## config.mk

```make
export PLATFORM = sky130hd
export DESIGN_NAME = pcicfg_disp_resp
export DESIGN_NICKNAME = d
export VERILOG_FILES = /design/src/rtl/pcicfg_pkg.sv /design/src/rtl/pcicfg_regs.sv /design/src/rtl/pcicfg_rdmux.sv /design/src/rtl/pcicfg_decode.sv /design/src/rtl/pcicfg_disp_resp.sv
export SDC_FILE = /design/constraint.sdc
export NUM_CORES = 1
export LEC_CHECK = 0
export ABC_AREA = 1
export ABC_CLOCK_PERIOD_IN_PS = 1480
export BUFFER_PORTS_ARGS = -buffer_cell sky130_fd_sc_hd__buf_4
export CAP_MARGIN = 20
export CORE_ASPECT_RATIO = 1.2
export CORE_MARGIN = 4
export CORE_UTILIZATION = 30
export CTS_CLUSTER_DIAMETER = 80
export DETAILED_ROUTE_END_ITERATION = 10
export GPL_TIMING_DRIVEN = 1
export PLACE_DENSITY = 0.57
export SYNTH_ARGS = -nofsm -noshare
export SYNTH_HDL_FRONTEND = slang
export SYNTH_SLANG_ARGS = --single-unit
```

## constraint.sdc

```tcl
create_clock -name clk -period 1.48 [get_ports clk]
set_clock_uncertainty 0.05 [all_clocks]
set_input_delay 0.074 -clock clk [delete_from_list [all_inputs] [get_ports clk]]
set_output_delay 0.074 -clock clk [all_outputs]
set_load 0.01 [all_outputs]
```

## src/rtl/pcicfg_pkg.sv

```systemverilog
package pcicfg_pkg;
  localparam logic [7:0] OFF_CMD      = 8'h04;
  localparam logic [7:0] OFF_APER     = 8'h13;
  localparam logic [7:0] OFF_ROM_EN   = 8'h30;
  localparam logic [7:0] OFF_ROM_LO   = 8'h32;
  localparam logic [7:0] OFF_ROM_HI   = 8'h33;
  localparam logic [7:0] OFF_IRQ_LINE = 8'h3C;
  localparam logic [7:0] OFF_IRQ_PIN  = 8'h3D;
  localparam logic [7:0] OFF_SUB_STD  = 8'h2C;
  localparam logic [7:0] OFF_SUB_WR   = 8'h6C;

  localparam int CMD_IO_BIT  = 0;
  localparam int CMD_MEM_BIT = 1;
  localparam int SUB_BYTES   = 4;

  typedef struct packed {
    logic [7:0]                cmd;
    logic [7:0]                aper_hi;
    logic                      rom_en;
    logic [7:0]                rom_lo;
    logic [7:0]                rom_hi;
    logic [7:0]                irq_line;
    logic [SUB_BYTES-1:0][7:0] sub;
  } cfg_state_t;
endpackage

```

## src/rtl/pcicfg_regs.sv

```systemverilog
module pcicfg_regs
  import pcicfg_pkg::*;
#(
  parameter logic [7:0] ROM_LO_MASK = 8'hFC
) (
  input  logic       clk,
  input  logic       rst_n,
  input  logic       strap,
  input  logic       wr,
  input  logic [7:0] off,
  input  logic [7:0] wdata,
  output cfg_state_t st
);
  logic rom_wr_ok;
  assign rom_wr_ok = wr && !strap;

  always_ff @(posedge clk) begin
    if (!rst_n) begin
      st.cmd      <= '0;
      st.aper_hi  <= '0;
      st.irq_line <= '0;
    end else if (wr) begin
      if (off == OFF_CMD)      st.cmd      <= wdata;
      if (off == OFF_APER)     st.aper_hi  <= wdata;
      if (off == OFF_IRQ_LINE) st.irq_line <= wdata;
    end
  end

  always_ff @(posedge clk) begin
    if (!rst_n) begin
      st.rom_en <= 1'b0;
      st.rom_lo <= '0;
      st.rom_hi <= '0;
    end else if (rom_wr_ok) begin
      if (off == OFF_ROM_EN) st.rom_en <= wdata[0];
      if (off == OFF_ROM_LO) st.rom_lo <= wdata & ROM_LO_MASK;
      if (off == OFF_ROM_HI) st.rom_hi <= wdata;
    end
  end

  for (genvar i = 0; i < SUB_BYTES; i++) begin : g_sub
    localparam logic [7:0] MY_OFF = OFF_SUB_WR + 8'(i);
    always_ff @(posedge clk) begin
      if (!rst_n)                    st.sub[i] <= '0;
      else if (wr && off == MY_OFF)  st.sub[i] <= wdata;
    end
  end
endmodule

```

## src/rtl/pcicfg_rdmux.sv

```systemverilog
module pcicfg_rdmux
  import pcicfg_pkg::*;
#(
  parameter logic [15:0] VENDOR_ID  = 16'h102C,
  parameter logic [15:0] DEVICE_ID  = 16'h00C0,
  parameter logic [7:0]  STATUS_HI  = 8'h02,
  parameter logic [7:0]  REVISION   = 8'h00,
  parameter logic [23:0] CLASS_CODE = 24'h030000,
  parameter logic [7:0]  IRQ_PIN    = 8'h01
) (
  input  logic [7:0] off,
  input  cfg_state_t st,
  output logic [7:0] rdata
);
  localparam logic [5:0] SUB_STD_W = OFF_SUB_STD[7:2];
  localparam logic [5:0] SUB_WR_W  = OFF_SUB_WR[7:2];

  logic in_sub;
  assign in_sub = (off[7:2] == SUB_STD_W) || (off[7:2] == SUB_WR_W);

  always_comb begin
    rdata = 8'h00;
    if (in_sub) begin
      rdata = st.sub[off[1:0]];
    end else begin
      case (off)
        8'h00:        rdata = VENDOR_ID[7:0];
        8'h01:        rdata = VENDOR_ID[15:8];
        8'h02:        rdata = DEVICE_ID[7:0];
        8'h03:        rdata = DEVICE_ID[15:8];
        OFF_CMD:      rdata = st.cmd;
        8'h07:        rdata = STATUS_HI;
        8'h08:        rdata = REVISION;
        8'h09:        rdata = CLASS_CODE[7:0];
        8'h0A:        rdata = CLASS_CODE[15:8];
        8'h0B:        rdata = CLASS_CODE[23:16];
        OFF_APER:     rdata = st.aper_hi;
        OFF_ROM_EN:   rdata = {7'b0, st.rom_en};
        OFF_ROM_LO:   rdata = st.rom_lo;
        OFF_ROM_HI:   rdata = st.rom_hi;
        OFF_IRQ_LINE: rdata = st.irq_line;
        OFF_IRQ_PIN:  rdata = IRQ_PIN;
        default:      rdata = 8'h00;
      endcase
    end
  end
endmodule

```

## src/rtl/pcicfg_decode.sv

```systemverilog
module pcicfg_decode
  import pcicfg_pkg::*;
#(
  parameter int APER_SHIFT = 24,
  parameter int ROM_SHIFT  = 16
) (
  input  cfg_state_t  st,
  input  logic        strap,
  output logic        io_en,
  output logic        mem_en,
  output logic        aper_en,
  output logic [31:0] aper_base,
  output logic        rom_en,
  output logic [31:0] rom_base
);
  logic mem_bit;
  assign mem_bit   = st.cmd[CMD_MEM_BIT];
  assign io_en     = st.cmd[CMD_IO_BIT];
  assign mem_en    = mem_bit;
  assign aper_base = 32'(st.aper_hi) << APER_SHIFT;
  assign aper_en   = mem_bit && (st.aper_hi != 8'h00);
  assign rom_base  = 32'({st.rom_hi, st.rom_lo}) << ROM_SHIFT;
  assign rom_en    = mem_bit && st.rom_en && !strap;
endmodule

```

## src/rtl/pcicfg_disp_resp.sv

```systemverilog
module pcicfg_disp_resp
  import pcicfg_pkg::*;
#(
  parameter logic [15:0] VENDOR_ID   = 16'h102C,
  parameter logic [15:0] DEVICE_ID   = 16'h00C0,
  parameter logic [7:0]  STATUS_HI   = 8'h02,
  parameter logic [7:0]  REVISION    = 8'h00,
  parameter logic [23:0] CLASS_CODE  = 24'h030000,
  parameter logic [7:0]  IRQ_PIN     = 8'h01,
  parameter logic [7:0]  ROM_LO_MASK = 8'hFC,
  parameter int          APER_SHIFT  = 24,
  parameter int          ROM_SHIFT   = 16
) (
  input  logic        clk,
  input  logic        rst_n,
  input  logic        onboard_strap,
  input  logic        acc_wr,
  input  logic        acc_rd,
  input  logic [7:0]  acc_off,
  input  logic [7:0]  acc_wdata,
  output logic [7:0]  acc_rdata,
  output logic        acc_rvalid,
  output logic        io_dec_en,
  output logic        mem_dec_en,
  output logic        aper_dec_en,
  output logic [31:0] aper_base,
  output logic        rom_dec_en,
  output logic [31:0] rom_base,
  output logic [7:0]  irq_line
);
  cfg_state_t st;
  logic [7:0] mux_data;

  pcicfg_regs #(.ROM_LO_MASK(ROM_LO_MASK)) u_regs (
    .clk(clk), .rst_n(rst_n), .strap(onboard_strap),
    .wr(acc_wr), .off(acc_off), .wdata(acc_wdata), .st(st)
  );

  pcicfg_rdmux #(
    .VENDOR_ID(VENDOR_ID), .DEVICE_ID(DEVICE_ID), .STATUS_HI(STATUS_HI),
    .REVISION(REVISION), .CLASS_CODE(CLASS_CODE), .IRQ_PIN(IRQ_PIN)
  ) u_rdmux (
    .off(acc_off), .st(st), .rdata(mux_data)
  );

  pcicfg_decode #(.APER_SHIFT(APER_SHIFT), .ROM_SHIFT(ROM_SHIFT)) u_dec (
    .st(st), .strap(onboard_strap),
    .io_en(io_dec_en), .mem_en(mem_dec_en),
    .aper_en(aper_dec_en), .aper_base(aper_base),
    .rom_en(rom_dec_en), .rom_base(rom_base)
  );

  always_ff @(posedge clk) begin
    if (!rst_n) begin
      acc_rdata  <= '0;
      acc_rvalid <= 1'b0;
    end else begin
      acc_rvalid <= acc_rd;
      if (acc_rd) acc_rdata <= mux_data;
    end
  end

  assign irq_line = st.irq_line;
endmodule

```

==> summary.md <==
| Metric | Value |
|---|---|
| Number of synthesized flops with an enable pin | `0` |
| Post-Synthesis Cells | `around 660` |
| Max-slew violations | `0` |
| Tmin final | `around 1400 ps` |
| Area added between synthesis and finish | `17.1%` |
| Syn_area_per_cell | `6.65 sq um` |
| Post-synth top flop | `sky130_fd_sc_hd__dfxtp_1` |
| Vias per Instance | `~4.5` |
| MaxCap Viol Count | `0` |
| Number of DRC markers after the initial detailed-route iteration | `~180` |
| Hold Buf Count CTS | `1` |
| DRT antenna net count | `0` |
| Ranking of synthesized cells by area | `sky130_fd_sc_hd__dfxtp_1 37%, sky130_fd_sc_hd__buf_4 12%, sky130_fd_sc_hd__nor2_1 11%` |
| Non-filler instance count after layout | `~900` |
| Max Fclk | `696 MHz` |
| Count of state elements after synthesis | `80` |
| Leak Pwr | `~2.3 nW` |
| Highest ir drop seen on vdd | `just over 600 uV` |
| Setup repair after global routing missed its margin | `false` |
| Layout cells sized above 1 | `roughly 18%` |
| Final period util | `97.1%` |
| TritonCTS Buffers | `9` |
| Diode count | `0` |
| Horizontal extent of the die | `~120 microns` |
| Number of cells after detailed placement | `around 870` |
| Setup violations, final | `0` |
| DRC violations left | `0` |
| Post-synth ARST share | `0%` |
| Worst Setup Path Type | `reg -> out` |
| Die H | `about 140 microns` |
| Clock-pin transition on the worst setup and hold timing paths | `~60 ps` |
| YS warnings | `0` |
| Global routing usage summed across all routing layers | `16.0%` |
| GR Overflow Total | `0` |
| Sequential area share after synthesis | `36.6%` |
| Number of sinks on the clock net | `80` |
| Number of ports placed on the die boundary | `between 100 and 150` |
| Antenna violations before repair | `0` |
| Vias in the first global route | `about 3800` |
| Die Outline Area | `~0.017 sq mm` |
| Number of search-and-repair iterations in the first detailed-routing pass | `4` |
| CTS H-tree depth | `3` |
| Initial cell density of the core | `between 30% and 40%` |
| Crit-path max FO | `4` |
| Core outline area | `about 0.014 sq mm` |
| Dominant cell type by area after synthesis | `sky130_fd_sc_hd__dfxtp_1` |
| CTS Root Buffer Type | `sky130_fd_sc_hd__clkbuf_16` |
| Cell Rows | `between 40 and 50` |
| Power density of the placed cells | `between 900 and 1000 mW/mm^2` |
| Routability congestion estimate | `about 0.83` |
| Routed length per placed instance | `14.9 microns` |
| Deepest clock path buffer count | `2` |
| Worst skew pair latency | `350 ps` |
| Post-Route Utilization | `a little over a third` |
| Number of buffers inserted by port buffering | `between 60 and 70` |
| Outcome | `finished, final reports clean` |
| Area of the mapped netlist | `0.00437 sq mm` |
| Postcts setup bufs | `0` |
| CTS tree | `built` |
| WP data arrival | `1310 ps` |
| Total number of vias | `between 3000 and 4000` |
| Worst Setup End Kind | `output port` |
| Data required time of the critical path | `between 1000 and 1500 ps` |
| Drt total wl | `about 13000 microns` |
| Total Negative Setup Slacks | `0 ps` |
| Hold crit path type | `in -> reg` |
| Synth top area share | `~37%` |
| # resized after CTS | `0` |
| Number of nets in the final layout | `724` |
| Kind of start point of the critical path | `flop` |
| First-pass GRT wire length | `20600 microns` |
| Distinct cells, synth | `24` |
| Pin count of the biggest net entering global routing | `66` |
| Final Hold Viols | `0` |
| Half-perimeter wire length after placement | `around 9500 microns` |
[layer usage]
metal	up-vias	GRT usage, %	part of all wire [%]
met5	-	0	0
met4	0	6.91	2.5
met3	22	2.75	4.7
met2	125	27.0	48
met1	1768	20.0	45
li1	2070	-	-
[registers in the layout (all words and copies together), names as in the netlist]
register    count
acc_rdata       8
acc_rvalid      1
u_regs.st      71
[layout by cell type (no fill, tap or decap), drive strengths merged]
cell         netlist  final
nand2            125    125
nor3               2      2
nand3             58     58
conb               1     42
dlygate4sd3        0      1
clkbuf            11     14
clkinv             0      1
nor2             137    137
inv               48     48
o21ai             67     67
a21oi             36     36
dfxtp             80     80
nand4              2      2
nor4               3      3
buf               88     91
bufinv             0      1
[cell usage after synthesis, types with 6 or more instances]
| cell type | count |
|---|---|
| sky130_fd_sc_hd__nor2_1 | 127 |
| sky130_fd_sc_hd__o21ai_0 | 65 |
| sky130_fd_sc_hd__buf_4 | 72 |
| sky130_fd_sc_hd__nand3_1 | 57 |
| sky130_fd_sc_hd__inv_1 | 45 |
| sky130_fd_sc_hd__clkbuf_1 | 11 |
| sky130_fd_sc_hd__nand2_1 | 122 |
| sky130_fd_sc_hd__a21oi_1 | 36 |
| sky130_fd_sc_hd__dfxtp_1 | 80 |
| sky130_fd_sc_hd__buf_1 | 6 |
| sky130_fd_sc_hd__nor2_4 | 7 |
| sky130_fd_sc_hd__buf_2 | 9 |
[power by group]
part	total, mW	internal [mW]	switching (mW)
Sequential	2.18	2.17	0.00985
Clock	2.35	1.49	0.865
Combinational	0.432	0.138	0.294
[metrics by stage]
stage	instance area, sq um	setup WS [ps]	power [mW]	hold slack (ps)
after floorplan	4530	188	2.55	152
after global placement	4790	-71.4	2.65	304
after detailed placement	4790	-98.3	2.65	306
after CTS	5120	6.81	5.01	20.5
after global routing	5120	2.69	5.13	49.8
final	5120	42.4	4.96	23.9
[worst max-delay path: stages (launching register included)]
cell	delay, ps
sky130_fd_sc_hd__dfxtp_1	350
sky130_fd_sc_hd__nor4_1	340
sky130_fd_sc_hd__a21oi_1	120
sky130_fd_sc_hd__buf_4	160
[cell type report]
type | instances | area [sq um]
well taps | 175 | 219
multi-input cells | 472 | 2080
clock inverters | 2 | 35.0
flip-flops and latches | 80 | 1600
inverters | 48 | 185
repair buffers | 92 | 718
clock buffers | 14 | 284
fillers | 1574 | 9230
[kinds of logic (layout without fill, tap and decap cells)]
logic type             count (synthesis)  in the layout  share of synthesized area, %
and+or+nand+nor                      327            327                          32.2
buffers and inverters                147            156                          19.3
AOI/OAI and AO/OA                    103            103                          11.8
DFF                                   80             80                          36.6
other                                  1             42                        0.0858
[final timing paths]
kind	depth (start not counted)	slack, ps	to	startpoint
worst max-delay path	3	40	aper_dec_en	u_regs.st[57]
worst max register to register	8	370	acc_rdata[5]	u_regs.st[21]
worst min register to register	2	430	u_regs.st[46]	u_regs.st[46]
worst min-delay path	3	20	u_regs.st[63]	acc_wdata[6]
No activity file was read; power rests on OpenSTA's default activity.
